File: config.mk
export PLATFORM = sky130hd
export DESIGN_NAME = pwm_align_channel
export DESIGN_NICKNAME = d
export VERILOG_FILES = /design/src/rtl/pwm_chan_pkg.sv /design/src/rtl/pwm_cfg_bank.sv /design/src/rtl/pwm_phase_ctrl.sv /design/src/rtl/pwm_period_counter.sv /design/src/rtl/pwm_align_channel.sv
export SDC_FILE = /design/constraint.sdc
export NUM_CORES = 1
export LEC_CHECK = 0
export BUFFER_PORTS_ARGS = -buffer_cell sky130_fd_sc_hd__buf_4
export CAP_MARGIN = 5
export CORE_AREA = 2 2 132 134
export CTS_CLUSTER_DIAMETER = 40
export DETAILED_ROUTE_END_ITERATION = 10
export DIE_AREA = 0 0 134 136
export PLACE_DENSITY_LB_ADDON = 0.2
export REMOVE_ABC_BUFFERS = 1
export SYNTH_ARGS = -nofsm -noshare
export SYNTH_HDL_FRONTEND = slang
export SYNTH_SLANG_ARGS = --single-unit
File: constraint.sdc
create_clock -name clk -period 3.06 [get_ports clk]
set_input_delay 0.612 -clock clk [delete_from_list [all_inputs] [get_ports clk]]
set_output_delay 0.612 -clock clk [all_outputs]
set_load 0.02 [all_outputs]
File: src/rtl/pwm_chan_pkg.sv
package pwm_chan_pkg;

    parameter int unsigned CNT_W = 16;

    typedef logic [CNT_W-1:0] cnt_t;

    localparam cnt_t CNT_ZERO = '0;
    localparam cnt_t CNT_ONE  = cnt_t'(1);

    typedef struct packed {
        cnt_t period;
        cnt_t width;
        cnt_t offset;
    } chan_cfg_t;

    typedef enum logic [1:0] {
        ST_RUN   = 2'd0,
        ST_ARMED = 2'd1,
        ST_WAIT  = 2'd2
    } phase_e;

    typedef enum logic [1:0] {
        LD_NONE   = 2'd0,
        LD_INPUT  = 2'd1,
        LD_SHADOW = 2'd2
    } load_sel_e;

    function automatic cnt_t step_count(cnt_t cur, cnt_t per);
        return (cur >= per) ? CNT_ONE : cur + CNT_ONE;
    endfunction

    function automatic logic is_last(cnt_t cur, cnt_t per);
        return (per != CNT_ZERO) && (cur == per);
    endfunction

endpackage

File: src/rtl/pwm_cfg_bank.sv
module pwm_cfg_bank
    import pwm_chan_pkg::*;
(
    input  logic      clk,
    input  logic      rst,
    input  logic      shadow_we,
    input  chan_cfg_t cfg_in,
    input  load_sel_e load_sel,
    output chan_cfg_t active_cfg
);

    chan_cfg_t shadow_q;
    chan_cfg_t active_q;

    always_ff @(posedge clk) begin
        if (rst) begin
            shadow_q <= '0;
        end else if (shadow_we) begin
            shadow_q <= cfg_in;
        end
    end

    always_ff @(posedge clk) begin
        if (rst) begin
            active_q <= '0;
        end else begin
            case (load_sel)
                LD_INPUT:  active_q <= cfg_in;
                LD_SHADOW: active_q <= shadow_q;
                default:   active_q <= active_q;
            endcase
        end
    end

    assign active_cfg = active_q;

endmodule

File: src/rtl/pwm_phase_ctrl.sv
module pwm_phase_ctrl
    import pwm_chan_pkg::*;
(
    input  logic      clk,
    input  logic      rst,
    input  logic      align_req,
    input  logic      align_force,
    input  logic      last_cnt,
    input  logic      disabled,
    input  logic      offset_hit,
    output phase_e    phase_q,
    output load_sel_e load_sel,
    output logic      cnt_clear
);

    phase_e state_q;
    phase_e state_n;

    always_comb begin
        state_n  = state_q;
        load_sel = LD_NONE;
        case (state_q)
            ST_WAIT: begin
                if (align_req) begin
                    load_sel = LD_INPUT;
                end else if (offset_hit) begin
                    state_n = ST_RUN;
                end
            end
            ST_RUN, ST_ARMED: begin
                if (align_req && (align_force || disabled || last_cnt)) begin
                    load_sel = LD_INPUT;
                    state_n  = ST_WAIT;
                end else if (align_req) begin
                    state_n = ST_ARMED;
                end else if ((state_q == ST_ARMED) && (last_cnt || disabled)) begin
                    load_sel = LD_SHADOW;
                    state_n  = ST_WAIT;
                end
            end
            default: begin
                state_n = ST_RUN;
            end
        endcase
    end

    always_ff @(posedge clk) begin
        if (rst) begin
            state_q <= ST_RUN;
        end else begin
            state_q <= state_n;
        end
    end

    assign cnt_clear = (state_n == ST_WAIT) || (state_q == ST_WAIT);
    assign phase_q   = state_q;

endmodule

File: src/rtl/pwm_period_counter.sv
module pwm_period_counter
    import pwm_chan_pkg::*;
(
    input  logic clk,
    input  logic rst,
    input  logic clear,
    input  logic running,
    input  cnt_t period,
    input  cnt_t width,
    output cnt_t cnt_q,
    output logic pwm_out,
    output logic period_done
);

    cnt_t cnt_r;

    always_ff @(posedge clk) begin
        if (rst || clear) begin
            cnt_r <= CNT_ONE;
        end else if (period != CNT_ZERO) begin
            cnt_r <= step_count(cnt_r, period);
        end
    end

    assign cnt_q       = cnt_r;
    assign period_done = running && is_last(cnt_r, period);
    assign pwm_out     = running && (period != CNT_ZERO) && (cnt_r <= width);

endmodule

File: src/rtl/pwm_align_channel.sv
module pwm_align_channel
    import pwm_chan_pkg::*;
(
    input  logic             clk,
    input  logic             rst,
    input  logic [CNT_W-1:0] cfg_period,
    input  logic [CNT_W-1:0] cfg_width,
    input  logic [CNT_W-1:0] cfg_offset,
    input  logic             align_req,
    input  logic             align_force,
    input  logic [CNT_W-1:0] offset_cnt,
    output logic             pwm_out,
    output logic             period_done
);

    chan_cfg_t cfg_in;
    chan_cfg_t active_cfg;
    load_sel_e load_sel;
    phase_e    phase_q;
    cnt_t      cnt_q;
    logic      cnt_clear;
    logic      running;
    logic      offset_hit;
    logic      disabled;

    assign cfg_in     = '{period: cfg_period, width: cfg_width, offset: cfg_offset};
    assign running    = (phase_q != ST_WAIT);
    assign disabled   = (active_cfg.period == CNT_ZERO);
    assign offset_hit = (offset_cnt == active_cfg.offset);

    pwm_cfg_bank bank_i (
        .clk        (clk),
        .rst        (rst),
        .shadow_we  (align_req),
        .cfg_in     (cfg_in),
        .load_sel   (load_sel),
        .active_cfg (active_cfg)
    );

    pwm_phase_ctrl ctrl_i (
        .clk         (clk),
        .rst         (rst),
        .align_req   (align_req),
        .align_force (align_force),
        .last_cnt    (period_done),
        .disabled    (disabled),
        .offset_hit  (offset_hit),
        .phase_q     (phase_q),
        .load_sel    (load_sel),
        .cnt_clear   (cnt_clear)
    );

    pwm_period_counter cnt_i (
        .clk         (clk),
        .rst         (rst),
        .clear       (cnt_clear),
        .running     (running),
        .period      (active_cfg.period),
        .width       (active_cfg.width),
        .cnt_q       (cnt_q),
        .pwm_out     (pwm_out),
        .period_done (period_done)
    );

endmodule

==> key figures <==
STA
  – Final Hold Fails: 0
  – Tmin final: 2.781 ns
  – Final Skew: 0.008083 ns
  – Rel. slew slack: 0.4975
  – Max Fclk: 0.3595 GHz
  – Fin crit share: 0.9089
  – Least-Margin Pin Slew: 0.7537 ns
  – Setup TNS: 0 ns
  – RSZ-0062 raised after global routing: false
  – # setup viols final: 0
  – Fin. max-slew vios: 0

Yosys
  – Syn. warnings: 0
  – Cells after synthesis: 637
  – Synth Area in Compound Gates: 0.1366
  – Part of the Yosys area used for sequential elements: 0.3936
  – Synth Area in Simple Gates: 0.1877
  – Synth top area cells: dfxtp_1, mux2i_1, a211oi_1
  – Avg Cell Area, Syn: 9.102 um2
  – Main synth FF type: dfxtp_1
  – Yosys cell types: 39
  – Mux cell area share after synthesis: 0.1139
  – Post-synth EDFFs: 0
  – Async SR Flop Fraction: 0
  – Adder and majority cell fraction of the synthesized area: 0.07337
  – Post-synth top area share: 0.3936
  – Largest family of logic cells by synthesized area: simple AND/OR/NAND/NOR gates
  – Synth Cell Area: 5798 um2
  – Yosys top cell by area: dfxtp_1
  – Flop and latch count out of synthesis: 114
  – Synth Area in XOR/XNOR: 0.04381

Finish
  – Multi-input logic area: 3239 um2
  – Reg area: 2282 um2
  – Area grow syn2layout: 24.10%
  – Final core utilization: 0.4264
  – Fin nets: 805
  – Layout filler cell count: 1663
  – Antenna diodes: 0
  – Layout cell share with drive strength beyond 1: 0.1891
  – Non-filler cells, final: 939
  – Final Cell Area: 7196 um2

Status
  – Status: complete, no violations

Placement
  – PortBufs: 69
  – Area after DPL: 6613 um2
  – Final HPWL DP: 9.249 mm
  – Placed cells: 908
  – RD Place Congestion: 0.8049

Clock tree
  – Clock root cell: clkbuf_16
  – Hold buffers post-CTS: 0
  – Htree depth: 4
  – CTS sink cnt: 114
  – Clock transition at path regs: 0.05 ns
  – Clk buf depth: 2
  – Clk_lat worst skew: 0.41 ns
  – CTS Buf Count: 17
  – CTS tree: done

Global routing
  – Largest net degree at the start of global routing: 99
  – Initial antenna violation count: 0
  – Aggregate global-route resource usage: 0.1547
  – Vias in the first global route: 4620
  – Global route hottest layer: met2
  – Met1 Use GR: 0.1955
  – GRT met2 Usage: 0.2527
  – Met3 Use GR: 0.03803
  – Gr ovfl total: 0
  – First-pass GRT wire length: 22.60 mm

Setup path
  – CP required: 2.45 ns
  – Crit path cell chain: buf_4 > ha_1 > nand4_1 > nor4_2 > o21ai_0 > a31oi_1 > nor2_1 > buf_4
  – Number of cells on the worst reg-to-reg path: 13
  – CP Launch Type: flip-flop
  – FF-to-FF End: bank_i.active_cfg[8]
  – Peak fanout along the critical path: 5
  – Worst Setup EP: pwm_out
  – CP dominant cell by count: buf_4
  – CP Launch Point: cnt_i.cnt_q[7]
  – Delay-heaviest family, CP: simple AND/OR/NAND/NOR gates
  – Worst EP arrival: 2.17 ns
  – Critical Path Max Stage Delay: 0.32 ns
  – FF-to-FF setup slack: 0.30 ns
  – Crit path capture type: primary output
  – CP bufs+invs: 2
  – Reg-to-Reg Start: bank_i.active_cfg[46]
  – Critical-path top delay cell: dfxtp_1
  – Crit path kind: flip-flop to primary output
  – Critical path depth in cells: 8

Detailed routing
  – Post-DRT Antenna Nets: 0
  – Via density per instance: 4.963
  – Wire per inst: 14.17 um
  – Total Wirelength: 13.31 mm
  – # DRC: 0
  – 1st-iter DRT viols: 212
  – Vias: 4660
  – First drt pass iteration count: 4

Power and ir drop
  – Pwr Density: 643.0 nW/um2
  – Sw Pwr: 1.295 mW
  – Clock power frac: 0.406
  – Pint: 3.332 mW
  – Sequential share of power: 0.375
  – Leak pwr: 3.030 nW
  – VDD IR max: 434.4 uV
  – Switching share of power: 0.2798
  – Gate power share: 0.219

Die
  – Die area: 18220 um2
  – Die X: 134 um
  – Initial Util: 0.3436
  – Die height: 136 um
  – Ports: 70
  – Std cell rows: 48
  – Core area: 16880 um2

Flow run
  – MaxCap Viol Count: 0

Hold path
  – HP Class: input port to flip-flop
  – Cells on Worst Hold Path: 3
worst reg2reg max path, cell delays in order, from the launching register on:
cell and delay (ns):
dfxtp_1 0.38, inv_1 0.11, ha_1 0.32, and4_1 0.23, nand4_1 0.11, and2_1 0.21, nor4b_1 0.27, buf_4 0.18
ha_4 0.16, buf_12 0.21, mux2i_1 0.23, nor2_1 0.06, a21oi_1 0.13, nor2_1 0.05
Yosys cell counts, types with 2 or more instances:
cell      number
nor4_1         3
buf_2          4
clkbuf_1      28
o21ai_0        8
a31oi_1        4
nand2_1       11
ha_1          34
a21oi_1       30
inv_1         34
or2_2          2
xor2_1        17
a21o_1         2
buf_1          6
and3_1         4
o211ai_1       2
nor4_4         4
nor2b_1       33
dfxtp_1      114
nand4_1        8
and4_1         6
a211oi_1      60
nor2_2         9
xnor2_1       12
a211o_1        3
o21a_1         6
nor4b_1        2
mux2i_1       66
nand3_1       10
nor2_1       102
nor3_1         4
kinds of logic (layout without fill, tap and decap cells):
group	after synthesis	after routing
AO/OA/AOI/OAI	117	117
multiplexers	66	66
buffers and inverters	73	150
flip-flops	114	114
adder cells (fa/ha/maj)	34	34
AND/OR/NAND/NOR	204	204
XOR/XNOR	29	29
power by group through the flow:
stage	logic [mW]	clock network [mW]	registers, mW
floorplan	0.655	0	1.75
global placement	0.986	0	1.76
detailed placement	1.00	0	1.76
CTS	1.01	1.93	1.73
global route	1.15	2.00	1.75
finish	1.01	1.88	1.74
state kept, by name, summed over array words and instances (netlist names):
signal and count:
bank_i.active_cfg 48, bank_i.shadow_q 48, cnt_i.cnt_q 16, ctrl_i.phase_q 2
metal layers:
metal | wire (um) | vias to the layer above
li1 | - | 2373
met1 | 6298 | 2188
met2 | 6186 | 81
met3 | 607 | 18
met4 | 216 | 0
met5 | 0 | -
what timing repair did:
action / CTS / global route
gates resized for setup: 0 / 1
buffers inserted: 0 / 1
setup endpoints to repair: 0 / 3
how the worst min path moves through the flow:
stage                               start                    end  slack (ns)
floorplan           bank_i.active_cfg[17]  bank_i.active_cfg[17]        0.44
global placement    bank_i.active_cfg[27]  bank_i.active_cfg[27]        0.47
detailed placement  bank_i.active_cfg[18]  bank_i.active_cfg[18]        0.47
CTS                         cfg_width[12]    bank_i.shadow_q[28]        0.43
global route                cfg_width[13]    bank_i.shadow_q[29]        0.44
finish                      cfg_width[15]    bank_i.shadow_q[31]        0.44
metrics by stage:
stage	hold WS, ns	setup WS, ns	power, mW
final	0.4445	0.2787	4.627
after global routing	0.4431	0.04033	4.899
after CTS	0.4264	0.1039	4.680
after detailed placement	0.4686	0.2282	2.768
after global placement	0.4704	0.2961	2.743
after floorplan	0.4432	-0.9194	2.404
cells in the final DEF, fill, tap and decap left out, types with 2 or more instances in the layout:
cell,n
o21ai_0,8
a21oi_1,30
nand4_1,8
dfxtp_1,114
clkbuf_16,17
or2_2,2
inv_1,34
nor4b_1,2
and4_1,6
xor2_1,17
o21a_1,6
nand2_1,11
a31oi_1,4
nor4_1,2
buf_4,81
buf_12,4
nor2_2,9
a211o_1,3
ha_1,33
and3_1,4
o211ai_1,2
a211oi_1,60
clkinv_2,4
xnor2_1,12
nor3_1,4
mux2i_1,66
nor2_1,102
nand3_1,10
clkbuf_8,6
a21o_1,2
nor4_4,4
nor2b_1,33
clkbuf_1,2
area by class of cell:
| type | count | share of cell area |
|---|---|---|
| sequential | 114 | 0.3172 |
| clock buffer | 25 | 0.07164 |
| clock inverter | 5 | 0.006955 |
| multi-input combinational | 450 | 0.4502 |
| tap | 225 | 0.03912 |
| inverter | 34 | 0.01774 |
| timing repair buffer | 86 | 0.09720 |
(Power assumes the default switching activity.)
